===== config.mk =====
export PLATFORM = sky130hd
export DESIGN_NAME = lcd_cmd_rx
export DESIGN_NICKNAME = d
export VERILOG_FILES = /design/src/rtl/lcd_cmd_rx.sv
export SDC_FILE = /design/constraint.sdc
export NUM_CORES = 1
export LEC_CHECK = 0
export BUFFER_PORTS_ARGS = -buffer_cell sky130_fd_sc_hd__buf_2
export CAP_MARGIN = 40
export CELL_PAD_IN_SITES_DETAIL_PLACEMENT = 1
export CELL_PAD_IN_SITES_GLOBAL_PLACEMENT = 1
export CORE_MARGIN = 3
export CORE_UTILIZATION = 45
export DETAILED_ROUTE_END_ITERATION = 7
export PLACE_DENSITY = 0.75
export SYNTH_ARGS = -nofsm -noshare
export SYNTH_HDL_FRONTEND = slang
export SYNTH_SLANG_ARGS = --single-unit

===== constraint.sdc =====
create_clock -name clk -period 3 [get_ports clk]
set_input_delay 0.6 -clock clk [delete_from_list [all_inputs] [get_ports clk]]
set_output_delay 0.6 -clock clk [all_outputs]
set_load 0.01 [all_outputs]

===== src/rtl/lcd_cmd_rx.sv =====
module lcd_cmd_rx #(
  parameter logic [5:0] ADDR_HI = 6'b011100,
  parameter logic [4:0] DEVSEL_OP = 5'b01100
) (
  input  logic       clk,
  input  logic       rst_n,
  input  logic       scl_in,
  input  logic       sda_in,
  input  logic       sa0,
  input  logic [2:0] subaddr,
  output logic       sda_pull,
  output logic       cmd_valid,
  output logic [7:0] cmd_byte,
  output logic       dat_valid,
  output logic [7:0] dat_byte
);

  typedef enum logic [1:0] {P_IDLE, P_ADDR, P_CTRL, P_BODY} phase_t;

  phase_t     phase;
  logic       scl_d, sda_d;
  logic [6:0] shreg;
  logic [3:0] cnt;
  logic       in_ack, ack_req, cont_q, rs_q;
  logic [2:0] sel_q;

  wire scl_rise = scl_in & ~scl_d;
  wire scl_fall = ~scl_in & scl_d;
  wire bus_start = scl_in & scl_d & sda_d & ~sda_in;
  wire bus_stop  = scl_in & scl_d & ~sda_d & sda_in;
  wire [7:0] rx_byte = {shreg, sda_in};
  wire selected = (sel_q == subaddr);
  wire byte_done = scl_rise & ~in_ack & (cnt == 4'd7);

  always_ff @(posedge clk or negedge rst_n) begin
    if (!rst_n) begin
      scl_d <= 1'b1;
      sda_d <= 1'b1;
    end else begin
      scl_d <= scl_in;
      sda_d <= sda_in;
    end
  end

  always_ff @(posedge clk or negedge rst_n) begin
    if (!rst_n) begin
      phase     <= P_IDLE;
      shreg     <= '0;
      cnt       <= '0;
      in_ack    <= 1'b0;
      ack_req   <= 1'b0;
      cont_q    <= 1'b0;
      rs_q      <= 1'b0;
      sel_q     <= '0;
      sda_pull  <= 1'b0;
      cmd_valid <= 1'b0;
      cmd_byte  <= '0;
      dat_valid <= 1'b0;
      dat_byte  <= '0;
    end else begin
      cmd_valid <= 1'b0;
      dat_valid <= 1'b0;
      if (bus_start || bus_stop) begin
        phase    <= bus_start ? P_ADDR : P_IDLE;
        cnt      <= '0;
        in_ack   <= 1'b0;
        sda_pull <= 1'b0;
      end else if (phase != P_IDLE) begin
        if (scl_rise && !in_ack) begin
          shreg <= rx_byte[6:0];
          cnt   <= cnt + 4'd1;
        end
        if (byte_done) begin
          case (phase)
            P_ADDR: begin
              if (rx_byte == {ADDR_HI, sa0, 1'b0}) begin
                ack_req <= 1'b1;
                sel_q   <= '0;
                phase   <= P_CTRL;
              end else begin
                ack_req <= 1'b0;
                phase   <= P_IDLE;
              end
            end
            P_CTRL: begin
              cont_q  <= rx_byte[7];
              rs_q    <= rx_byte[6];
              ack_req <= selected;
              phase   <= P_BODY;
            end
            default: begin
              if (!rs_q && rx_byte[7:3] == DEVSEL_OP) begin
                sel_q   <= rx_byte[2:0];
                ack_req <= (rx_byte[2:0] == subaddr);
              end else begin
                ack_req <= selected;
                if (selected) begin
                  cmd_valid <= ~rs_q;
                  dat_valid <= rs_q;
                  if (rs_q) dat_byte <= rx_byte;
                  else cmd_byte <= rx_byte;
                end
              end
              if (cont_q) phase <= P_CTRL;
            end
          endcase
        end
        if (scl_fall) begin
          if (in_ack) begin
            in_ack   <= 1'b0;
            sda_pull <= 1'b0;
            cnt      <= '0;
          end else if (cnt == 4'd8) begin
            in_ack   <= 1'b1;
            sda_pull <= ack_req;
          end
        end
      end
    end
  end

  assert_ack_held_R3: assert property (@(posedge clk) disable iff (!rst_n)
    (sda_pull && scl_in && scl_d) |=> sda_pull);

  assert_ack_edge_R3: assert property (@(posedge clk) disable iff (!rst_n)
    $rose(sda_pull) |-> $past(scl_fall));

  assert_excl_R5: assert property (@(posedge clk) disable iff (!rst_n)
    !(cmd_valid && dat_valid));

  assert_pulse_R4: assert property (@(posedge clk) disable iff (!rst_n)
    dat_valid |=> !dat_valid);

  assert_strobe_rise_R5: assert property (@(posedge clk) disable iff (!rst_n)
    (cmd_valid || dat_valid) |-> $past(scl_rise));

  assert_gate_R7: assert property (@(posedge clk) disable iff (!rst_n)
    cmd_valid |-> $past(sel_q == subaddr));

  assert_idle_quiet_R8: assert property (@(posedge clk) disable iff (!rst_n)
    $past(bus_stop) |-> (!sda_pull && !cmd_valid && !dat_valid));

endmodule


==> impl_summary.txt, run 1 <==
----------------------------------------------------
[Clock tree]
  # hold bufs at CTS ... 0
  Clock buffer depth ... 2
  # clock sinks ... 41
  Inserted Clock Buffers ... 5
  Root buf cell ... sky130_fd_sc_hd__clkbuf_8
  TritonCTS clock tree ... yes
  Clock transition time at the flip-flop clock pins of the worst setup and hold paths ... 0.08 ns
  Worst-Skew Late Latency ... 0.28 ns
  Count of cells resized by post-cts repair ... 0
  # H-tree levels ... 2
  Number of setup buffers added after CTS ... 0

[Critical path]
  Type of the worst setup path ... reg -> reg
  Signal arrival time at the worst endpoint ... 2.73 ns
  Worst-path maximum fanout ... 10
  Data required time of the critical path ... 3.21 ns
  Element type at the critical path end ... flop
  Worst Setup Start Kind ... flop

[Timing]
  Setup repair after global routing missed its margin ... no
  Peak Freq ... 396 MHz
  Worst Skew ... 0.00523 ns
  Slew Limit Fails ... 0
  Minimum setup slack in the final design ... 0.474 ns
  Finish-stage setup viols ... 0
  Final Critical Period ... 2.53 ns
  Slew at the pin closest to its max-slew limit ... 0.444 ns
  Final Cycle Share ... 0.842
  Final Hold Viols ... 0
  Setup tns final ... 0 ns
  Max-slew headroom ... 0.701

[Die]
  Initial Utilization ... 0.487
  Number of placed I/O pins ... 27
  Die boundary height ... 73.2 um
  Number of rows in the core area ... 23
  Floorplan die area ... 0.00536 mm^2
  Area of the core ... 0.00417 mm^2
  Die span in x ... 73.2 um

[Placed design]
  Placer's final routability congestion estimate ... 0.812
  Worst slack, placed ... 0.479 ns
  PortBufs ... 26
  Post-place instance area ... 0.00223 mm^2
  HPWL after detailed placement ... 3.49 mm

[Drt]
  Violation count after the first detailed-route iteration ... 73
  DRT Wirelength ... 4.53 mm
  Final ANT Viol Nets ... 0
  Remaining DRCs ... 0
  Via count normalized by instance count ... 5.55
  Count of vias placed by the detailed router ... 1453
  First-pass iteration count of the detailed router ... 4
  Average routed wire per standard cell ... 17.3 um

[Synth]
  Synthesized net count ... 196
  Post-synth top flop ... sky130_fd_sc_hd__dfrtp_1
  Post-synth EDFFs ... 0
  Flip-flop and latch count after synthesis ... 41
  Mean instance size in the synthesized netlist ... 11.2 um^2
  Cells after Synth ... 182
  Portion of the post-synthesis area used by sequential elements ... 0.506
  Asr flop ratio synth ... 1.00
  Netlist area before placement ... 0.00203 mm^2
  Count of warnings emitted by yosys ... 0
  Count of unique library cells instantiated by Yosys ... 41

[GRT]
  Maximum number of pins on one net before global-route repair ... 27
  Initial antenna violation count ... 0
  Overall routing resource usage ... 0.194
  Overall overflow remaining after global route ... 0
  Via count of the first global-routing pass ... 1605
  Global-route wire length before repair ... 7.90 mm

[Finish]
  Fill cell total of the finished layout ... 460
  Post-route standard cell area excluding fillers ... 0.00234 mm^2
  Ant diodes ... 0
  Count of nets after finishing ... 225
  Final Util ... 0.561
  Area added between synthesis and finish ... 15.2%
  Proportion of layout cells with a drive suffix above 1 ... 0.321

[Job]
  Max-cap violation count ... 0

[Power]
  Worst ir drop on vdd ... 0.000309 V
  Static leakage ... 1.22 nW
  Total power density per cell area ... 578 mW/mm^2

[Run status]
  Result of the run ... complete, no violations

[Worst hold path]
  Class of the worst hold path ... in -> async

----------------------------------------------------
-- cells in the mapped netlist, types with 2 or more instances --
cell type                   n  area share
sky130_fd_sc_hd__o21ai_0    2      0.0049
sky130_fd_sc_hd__nor2_1     8       0.015
sky130_fd_sc_hd__a21oi_1    3      0.0074
sky130_fd_sc_hd__dfstp_2    2       0.026
sky130_fd_sc_hd__xor2_1    10       0.043
sky130_fd_sc_hd__clkbuf_1   4      0.0074
sky130_fd_sc_hd__nand3b_1   3       0.011
sky130_fd_sc_hd__o22ai_1    2      0.0062
sky130_fd_sc_hd__a22o_1     2      0.0086
sky130_fd_sc_hd__nor2b_1    5       0.015
sky130_fd_sc_hd__nand2_1   28       0.052
sky130_fd_sc_hd__a31oi_1    2      0.0062
sky130_fd_sc_hd__dfrtp_1   39        0.48
sky130_fd_sc_hd__mux2_2    24        0.13
sky130_fd_sc_hd__nand4_1    2      0.0062
sky130_fd_sc_hd__o31ai_1    3       0.011
sky130_fd_sc_hd__inv_1     10       0.018
sky130_fd_sc_hd__nor3_1     5       0.012
sky130_fd_sc_hd__ha_1       6       0.037
-- registers in the layout, summed over array words and instances, names as in the netlist --
| signal | count |
|---|---|
| cmd_byte | 8 |
| dat_byte | 8 |
| shreg | 7 |
| cnt | 4 |
| sel_q | 3 |
| phase | 2 |
| ack_req | 1 |
| cmd_valid | 1 |
| cont_q | 1 |
| dat_valid | 1 |
| in_ack | 1 |
| rs_q | 1 |
| scl_d | 1 |
| sda_d | 1 |
| sda_pull | 1 |
-- placed cells by master (no fill, tap or decap), types with 2 or more instances in the layout --
| cell type | synthesis | layout |
|---|---|---|
| sky130_fd_sc_hd__a21oi_1 | 3 | 3 |
| sky130_fd_sc_hd__a22o_1 | 2 | 2 |
| sky130_fd_sc_hd__a31oi_1 | 2 | 2 |
| sky130_fd_sc_hd__buf_2 | 1 | 26 |
| sky130_fd_sc_hd__buf_4 | 1 | 3 |
| sky130_fd_sc_hd__clkbuf_8 | 0 | 6 |
| sky130_fd_sc_hd__dfrtp_1 | 39 | 39 |
| sky130_fd_sc_hd__dfstp_2 | 2 | 2 |
| sky130_fd_sc_hd__ha_1 | 6 | 6 |
| sky130_fd_sc_hd__inv_1 | 10 | 10 |
| sky130_fd_sc_hd__mux2_2 | 24 | 24 |
| sky130_fd_sc_hd__nand2_1 | 28 | 28 |
| sky130_fd_sc_hd__nand3b_1 | 3 | 3 |
| sky130_fd_sc_hd__nand4_1 | 2 | 2 |
| sky130_fd_sc_hd__nor2_1 | 8 | 8 |
| sky130_fd_sc_hd__nor2b_1 | 5 | 5 |
| sky130_fd_sc_hd__nor3_1 | 5 | 5 |
| sky130_fd_sc_hd__o21ai_0 | 2 | 2 |
| sky130_fd_sc_hd__o22ai_1 | 2 | 2 |
| sky130_fd_sc_hd__o31ai_1 | 3 | 3 |
| sky130_fd_sc_hd__xor2_1 | 10 | 10 |
-- per-layer routing --
metal | routed length (um) | track usage
met5 | 0 | 0
met4 | 44 | 0.0492
met3 | 142 | 0.0427
met2 | 2440 | 0.342
met1 | 1910 | 0.239
-- kinds of logic after synthesis --
family                   synth area share
AND/OR/NAND/NOR                     0.168
AO/OA/AOI/OAI                      0.0689
buffers and inverters              0.0394
XOR/XNOR                           0.0431
multiplexers                        0.138
flip-flops                          0.506
adder cells (fa/ha/maj)            0.0369
-- worst max-delay path, stage by stage (launching register included) --
cell,delay [ns]
sky130_fd_sc_hd__dfrtp_1,0.41
sky130_fd_sc_hd__inv_1,0.10
sky130_fd_sc_hd__ha_1,0.29
sky130_fd_sc_hd__or4b_1,0.72
sky130_fd_sc_hd__nor3_2,0.40
sky130_fd_sc_hd__mux2_2,0.38
sky130_fd_sc_hd__o22ai_1,0.15
-- report_power, final --
group | internal, mW | leakage (nW) | switching (mW)
sequential | 0.607 | 0.547 | 0.0860
combinational | 0.0903 | 0.610 | 0.116
clock | 0.271 | 0.0585 | 0.184
-- cell type report --
type | count | area (um^2) | share of cell area
Sequential cell | 41 | 1030 | 0.439
Inverter | 10 | 37.5 | 0.0160
Tap cell | 50 | 62.6 | 0.0267
Multi-Input combinational cell | 123 | 925 | 0.395
Clock inverter | 1 | 30.0 | 0.0128
Clock buffer | 7 | 86.3 | 0.0369
Timing Repair Buffer | 30 | 173 | 0.0737
-- path summary, 6_finish.rpt --
kind,from,to,slack [ns],cells after the start
worst max-delay path,phase[0],phase[0],0.47,6
worst min-delay path,rst_n,cnt[2],0.23,1
worst max register to register,phase[0],phase[0],0.47,6
worst min register to register,ack_req,ack_req,0.49,2
max in group asynchronous,rst_n,cmd_byte[2],2.30,2
min in group clk,ack_req,ack_req,0.49,2
-- through the flow --
stage / hold slack (ns) / cells / power (mW)
after CTS: 0.230 / 262 / 1.37
after floorplan: 0.304 / 182 / 0.824
after global placement: 0.470 / 253 / 0.882
after detailed placement: 0.478 / 254 / 0.915
final: 0.228 / 262 / 1.35
after global routing: 0.240 / 262 / 1.43
(Power assumes the default switching activity.)
==> inputs of run 2 (changes only) <==
--- a/config.mk
+++ b/config.mk
@@ -10,9 +10,9 @@
 export CELL_PAD_IN_SITES_DETAIL_PLACEMENT = 1
 export CELL_PAD_IN_SITES_GLOBAL_PLACEMENT = 1
 export CORE_MARGIN = 3
-export CORE_UTILIZATION = 45
+export CORE_UTILIZATION = 41
 export DETAILED_ROUTE_END_ITERATION = 7
-export PLACE_DENSITY = 0.75
+export PLACE_DENSITY = 0.72
 export SYNTH_ARGS = -nofsm -noshare
 export SYNTH_HDL_FRONTEND = slang
 export SYNTH_SLANG_ARGS = --single-unit
==> constraint.sdc (replaced) <==
create_clock -name clk -period 2.1 [get_ports clk]
set_input_delay 0.42 -clock clk [delete_from_list [all_inputs] [get_ports clk]]
set_output_delay 0.42 -clock clk [all_outputs]
set_load 0.01 [all_outputs]
==> run 2 against run 1 <==
Net effect:
- sequential power rose by 43%
- global-route usage decreased by 1.9 points
- sequential cell count is the same
- core utilization decreased by 0.84 points
- register-to-register slack got worse by 0.46 ns
- count of clock-buffer cells in the layout shrank 2
- via count is 3.6% higher
- first-iteration DRC count is 34% higher
- hold slack got worse by 0.17 ns
- highest routed layer unchanged
==> impl_summary.txt, run 2 (synthesized netlist as in run 1, its figures left out) <==
----------------------------------------------------
[Timing]
  Setup repair after global routing missed its margin ... yes
  Max-slew headroom ... 0.693 (-0.00738)
  Finish-stage setup viols ... 0 (unchanged)
  Final Hold Viols ... 0 (unchanged)
  Worst Skew ... 0.00658 ns (+0.00135 ns)
  Slew at the pin closest to its max-slew limit ... 0.457 ns (+0.0131 ns)
  Slew Limit Fails ... 0 (unchanged)
  Final Critical Period ... 2.09 ns (-0.440 ns)
  Setup tns final ... 0 ns (unchanged)
  Final Cycle Share ... 0.993 (+0.151)
  Peak Freq ... 479 MHz (+21%)

[Critical path]
  Signal arrival time at the worst endpoint ... 2.28 ns (-0.45 ns)
  Data required time of the critical path ... 2.29 ns (-0.92 ns)
  Worst-path maximum fanout ... 5 (-5)
  Type of the worst setup path ... reg -> reg
  Worst Setup Start Kind ... flop
  Element type at the critical path end ... flop

[Clock tree]
  Root buf cell ... sky130_fd_sc_hd__clkbuf_8
  Worst-Skew Late Latency ... 0.30 ns (+0.02 ns)
  Inserted Clock Buffers ... 5 (unchanged)
  # hold bufs at CTS ... 0 (unchanged)
  TritonCTS clock tree ... yes
  # clock sinks ... 41 (unchanged)
  # H-tree levels ... 2 (unchanged)
  Clock transition time at the flip-flop clock pins of the worst setup and hold paths ... 0.09 ns (about the same)
  Clock buffer depth ... 2 (unchanged)

[GRT]
  Overall overflow remaining after global route ... 0 (unchanged)
  Maximum number of pins on one net before global-route repair ... 22 (-19%)
  Overall routing resource usage ... 0.175 (-0.0186)
  Initial antenna violation count ... 0 (unchanged)
  Via count of the first global-routing pass ... 1616 (+0.69%)
  Global-route wire length before repair ... 8.08 mm (+2.3%)

[Finish]
  Leading cell type in the layout, fill and taps excluded ... sky130_fd_sc_hd__dfrtp_1
  Area added between synthesis and finish ... 24.1%
  Count of nets after finishing ... 241 (+7.1%)
  Proportion of layout cells with a drive suffix above 1 ... 0.408 (+0.0871)
  Ant diodes ... 0 (unchanged)
  Registers with the most flip-flops ... cmd_byte (8), dat_byte (8), shreg (7)
  Fill cell total of the finished layout ... 504 (+9.6%)
  Most frequent cells in the layout ... sky130_fd_sc_hd__dfrtp_1, sky130_fd_sc_hd__nand2_1, sky130_fd_sc_hd__buf_2

[Drt]
  Remaining DRCs ... 0 (unchanged)
  Violation count after the first detailed-route iteration ... 98 (+34%)
  Count of vias placed by the detailed router ... 1505 (+3.6%)
  First-pass iteration count of the detailed router ... 4 (unchanged)
  Via count normalized by instance count ... 5.14 (-7.4%)
  DRT Wirelength ... 4.87 mm (+7.5%)
  Final ANT Viol Nets ... 0 (unchanged)
  Average routed wire per standard cell ... 16.6 um (-3.8%)

[Die]
  Area of the core ... 0.00456 mm^2 (+9.4%)
  Die span in x ... 76.4 um (+4.4%)
  Die boundary height ... 76.4 um (+4.4%)
  Floorplan die area ... 0.00584 mm^2 (+8.9%)
  Number of placed I/O pins ... 27 (unchanged)
  Number of rows in the core area ... 24 (+4.3%)
  Initial Utilization ... 0.445 (-0.0418)

[Run status]
  Result of the run ... complete, no violations

[Placed design]
  Placer's final routability congestion estimate ... 0.863 (+6.3%)
  PortBufs ... 26 (unchanged)
  HPWL after detailed placement ... 3.67 mm (+5.2%)

[Power]
  Static leakage ... 1.29 nW (+6.3%)
  Overall power after layout ... 1.87 mW (+38%)
  Worst ir drop on vdd ... 0.000509 V (+65%)
  Total power density per cell area ... 740 mW/mm^2 (+28%)

[Worst hold path]
  Class of the worst hold path ... in -> async

[Job]
  Max-cap violation count ... 0 (unchanged)

----------------------------------------------------
## run 2: worst max-delay path: stages (launching register included)
cell	delay, ns
sky130_fd_sc_hd__dfrtp_1	0.39
sky130_fd_sc_hd__inv_2	0.07
sky130_fd_sc_hd__ha_4	0.16
sky130_fd_sc_hd__or4b_4	0.52
sky130_fd_sc_hd__nor3_4	0.17
sky130_fd_sc_hd__buf_6	0.15
sky130_fd_sc_hd__o2111ai_4	0.18
sky130_fd_sc_hd__mux2_4	0.35
## run 2: path summary, 6_finish.rpt
check | slack (ns) | endpoint | startpoint | cells past startpoint
hold reg to reg | 0.50 | ack_req | ack_req | 2
hold / removal | 0.05 | shreg[5] | rst_n | 1
max in group asynchronous | 1.53 | shreg[2] | rst_n | 2
setup reg to reg | 0.01 | cmd_byte[1] | phase[1] | 7
min in group clk | 0.32 | sda_d | sda_in | 1
setup / recovery | 0.01 | cmd_byte[1] | phase[1] | 7
## run 2: metal layers
layer,share of wire,vias up,GRT usage
li1,-,714,-
met1,0.45,765,0.218
met2,0.51,18,0.299
met3,0.027,8,0.0402
met4,0.014,0,0.0598
met5,0,-,0
## run 2: cell type report
type                            count  area [um^2]  share of cell area
Clock buffer                        5         68.8              0.0273
Clock inverter                      3         21.3             0.00843
Inverter                           10         37.5              0.0149
Multi-Input combinational cell    124         1010               0.399
Sequential cell                    41         1030               0.408
Tap cell                           65         81.3              0.0322
Timing Repair Buffer               45          280               0.111
## run 2: where the power goes
part	switching, mW	internal, mW
registers	0.121	0.867
logic	0.187	0.159
clock network	0.299	0.236
total	0.606	1.26
## run 2: per-stage QoR
step	util	setup WS, ns	cell area (um^2)	cells	hold WS [ns]
after floorplan	-	0.0119	2060	182	0.124
after global placement	0.515	0.0190	2350	282	0.393
after detailed placement	0.515	-0.0735	2350	282	0.392
after CTS	0.537	-0.00341	2450	290	0.0606
after global routing	0.553	-0.0532	2520	293	0.0730
final	0.553	0.0138	2520	293	0.0544
## run 2: what timing repair did
action,in CTS,in global routing
hold endpoints to repair,0,0
setup endpoints to repair,21,21
gates cloned,0,1
setup buffers,0,2
pin swaps,0,1
gates resized for setup,3,8
==> inputs of run 3 (changes only) <==
--- a/config.mk
+++ b/config.mk
@@ -13,6 +13,7 @@
 export CORE_UTILIZATION = 41
 export DETAILED_ROUTE_END_ITERATION = 7
 export PLACE_DENSITY = 0.72
+export REMOVE_ABC_BUFFERS = 1
 export SYNTH_ARGS = -nofsm -noshare
 export SYNTH_HDL_FRONTEND = slang
 export SYNTH_SLANG_ARGS = --single-unit
==> run 3 against run 2 <==
Net effect:
- the run now ends with setup timing left
- hold slack improved by 0.083 ns
- non-clock buffer count rose by 4
- sequential power barely moved
- design area rose by 1.8%
- routed wire length rose by 9.7%
- clock power rose by 13%
- core utilization rose by 0.99 points
- global-route usage rose by 2.2 points
- count of clock-buffer cells in the layout did not move
- sequential share of layout area fell by 0.71 points
- setup slack got worse by 0.019 ns
- via count rose by 4.2%
==> impl_summary.txt, run 3 (synthesized netlist as in run 1, its figures left out) <==
----------------------------------------------------
[Run status]
  Result of the run ... finished, violations left
  Failing checks ... setup timing

[Drt]
  Average routed wire per standard cell ... 18.0 um (+8.2%)
  DRT Wirelength ... 5.35 mm (+9.7%)
  First-pass iteration count of the detailed router ... 4 (unchanged)
  Count of vias placed by the detailed router ... 1568 (+4.2%)
  Violation count after the first detailed-route iteration ... 59 (-40%)
  Remaining DRCs ... 0 (unchanged)
  Via count normalized by instance count ... 5.28 (+2.8%)
  Final ANT Viol Nets ... 0 (unchanged)

[Finish]
  Ant diodes ... 0 (unchanged)
  Leading cell type in the layout, fill and taps excluded ... sky130_fd_sc_hd__dfrtp_1
  Count of nets after finishing ... 246 (+2.1%)
  Final non-filler cell total ... 297 (+1.4%)
  Area occupied by multi-input gates ... 0.00101 mm^2 (+0.13%)
  Proportion of layout cells with a drive suffix above 1 ... 0.405 (-0.00272)
  Post-route standard cell area excluding fillers ... 0.00257 mm^2 (+1.8%)
  Fill cell total of the finished layout ... 512 (+1.6%)
  Most frequent cells in the layout ... sky130_fd_sc_hd__dfrtp_1, sky130_fd_sc_hd__nand2_1, sky130_fd_sc_hd__buf_2
  Registers with the most flip-flops ... cmd_byte (8), dat_byte (8), shreg (7)
  Storage element area ... 0.00103 mm^2 (unchanged)
  Area added between synthesis and finish ... 26.3%

[GRT]
  Overall routing resource usage ... 0.197 (+0.0217)
  Maximum number of pins on one net before global-route repair ... 27 (+23%)
  Initial antenna violation count ... 0 (unchanged)
  Global-route wire length before repair ... 9.00 mm (+11%)
  Overall overflow remaining after global route ... 0 (unchanged)
  Via count of the first global-routing pass ... 1747 (+8.1%)

[Critical path]
  Worst-path maximum fanout ... 4 (-1)
  Worst-case register-to-register setup slack ... -0.006 ns (-0.02 ns)
  Type of the worst setup path ... reg -> reg
  Data required time of the critical path ... 2.28 ns (about the same)
  Worst Setup Start Kind ... flop
  Signal arrival time at the worst endpoint ... 2.29 ns (about the same)
  Element type at the critical path end ... flop

[Die]
  Area of the core ... 0.00456 mm^2 (unchanged)
  Floorplan die area ... 0.00584 mm^2 (unchanged)
  Die span in x ... 76.4 um (unchanged)
  Number of rows in the core area ... 24 (unchanged)
  Initial Utilization ... 0.445 (unchanged)
  Die boundary height ... 76.4 um (unchanged)
  Number of placed I/O pins ... 27 (unchanged)

[Timing]
  Final Hold Viols ... 0 (unchanged)
  Final Cycle Share ... 1.00 (+0.00928)
  Slew at the pin closest to its max-slew limit ... 0.614 ns (+0.156 ns)
  Worst Skew ... 0.00583 ns (-0.000749 ns)
  Finish-stage setup viols ... 1 (+1)
  Max-slew headroom ... 0.591 (-0.102)
  Final Critical Period ... 2.11 ns (+0.0195 ns)
  Setup repair after global routing missed its margin ... yes
  Minimum setup slack in the final design ... -0.00566 ns (-0.0195 ns)
  Slew Limit Fails ... 0 (unchanged)
  Peak Freq ... 475 MHz (-0.93%)

[Clock tree]
  Inserted Clock Buffers ... 5 (unchanged)
  TritonCTS clock tree ... yes
  Clock buffer depth ... 2 (unchanged)
  Clock transition time at the flip-flop clock pins of the worst setup and hold paths ... 0.08 ns (about the same)
  # H-tree levels ... 2 (unchanged)
  # hold bufs at CTS ... 0 (unchanged)
  Worst-Skew Late Latency ... 0.29 ns (about the same)
  # clock sinks ... 41 (unchanged)
  Root buf cell ... sky130_fd_sc_hd__clkbuf_8

[Placed design]
  HPWL after detailed placement ... 3.63 mm (-1.1%)
  PortBufs ... 26 (unchanged)
  Worst slack, placed ... -0.136 ns (-0.0626 ns)
  Post-place instance area ... 0.00231 mm^2 (-1.6%)
  Placer's final routability congestion estimate ... 0.761 (-12%)
  Cells after DPL ... 280 (-0.71%)

[Worst hold path]
  Class of the worst hold path ... in -> async

[Power]
  Worst ir drop on vdd ... 0.000384 V (-25%)
  Total power density per cell area ... 757 mW/mm^2 (+2.4%)
  Static leakage ... 1.31 nW (+1.5%)

[Job]
  Max-cap violation count ... 0 (unchanged)

----------------------------------------------------
==> run 3: cell count changes in the layout (fill, tap and decap cells not counted), sizes merged <==
| cell | delta |
|---|---|
| nand3 | +1 |
| bufinv | +1 |
| clkinvlp | -1 |
| buf | +4 |
| inv | -1 |
==> run 3: worst paths after layout <==
kind,cells past startpoint,from,endpoint
setup / recovery,7,phase[1],cmd_byte[2]
hold / removal,1,rst_n,phase[0]
setup reg to reg,7,phase[1],cmd_byte[2]
hold reg to reg,1,cmd_byte[1],cmd_byte[1]
max in group asynchronous,2,rst_n,sda_d
min in group clk,1,sda_in,sda_d
==> run 3: layout make-up <==
cell class                 instances  share of cell area
clock buffer                       5              0.0268
tap                               65              0.0317
timing repair buffer              49               0.121
clock inverter                     2              0.0136
inverter                          10              0.0146
multi-input combinational        125               0.392
sequential                        41               0.400
==> run 3: routing by layer <==
metal  up-vias  GRT usage  share of wire
li1        731          -              -
met5         -          0              0
met3         9     0.0378          0.027
met1       797      0.233           0.42
met4         0     0.0670          0.014
met2        31      0.355           0.54
==> run 3: through the flow <==
stage	power, mW	TNS [ns]	utilization	hold WS, ns
CTS	1.96	-1.23	0.559	0.149
floorplan	1.16	-2.12	-	0.124
global placement	1.28	-0.129	0.507	0.451
global route	2.07	-1.43	0.563	0.167
finish	1.95	-0.00566	0.563	0.138
detailed placement	1.31	-1.99	0.507	0.452
==> run 3: worst max-delay path, stage by stage (launching register included) <==
cell and delay, ns:
sky130_fd_sc_hd__dfrtp_1 0.37, sky130_fd_sc_hd__inv_2 0.06, sky130_fd_sc_hd__ha_4 0.16, sky130_fd_sc_hd__or4b_4 0.52, sky130_fd_sc_hd__nor3_4 0.25, sky130_fd_sc_hd__buf_6 0.15, sky130_fd_sc_hd__o2111ai_4 0.15, sky130_fd_sc_hd__mux2_4 0.33
==> run 3: what timing repair did <==
action,in CTS,in global routing
pin swaps,3,3
resized for setup,13,1
cloned,2,0
setup endpoints to repair,21,23
setup buffers,7,1
==> run 3: power by group <==
group	switching [mW]	total, mW	internal [mW]
Clock	0.259	0.605	0.345
Sequential	0.122	0.989	0.867
Combinational	0.189	0.352	0.163
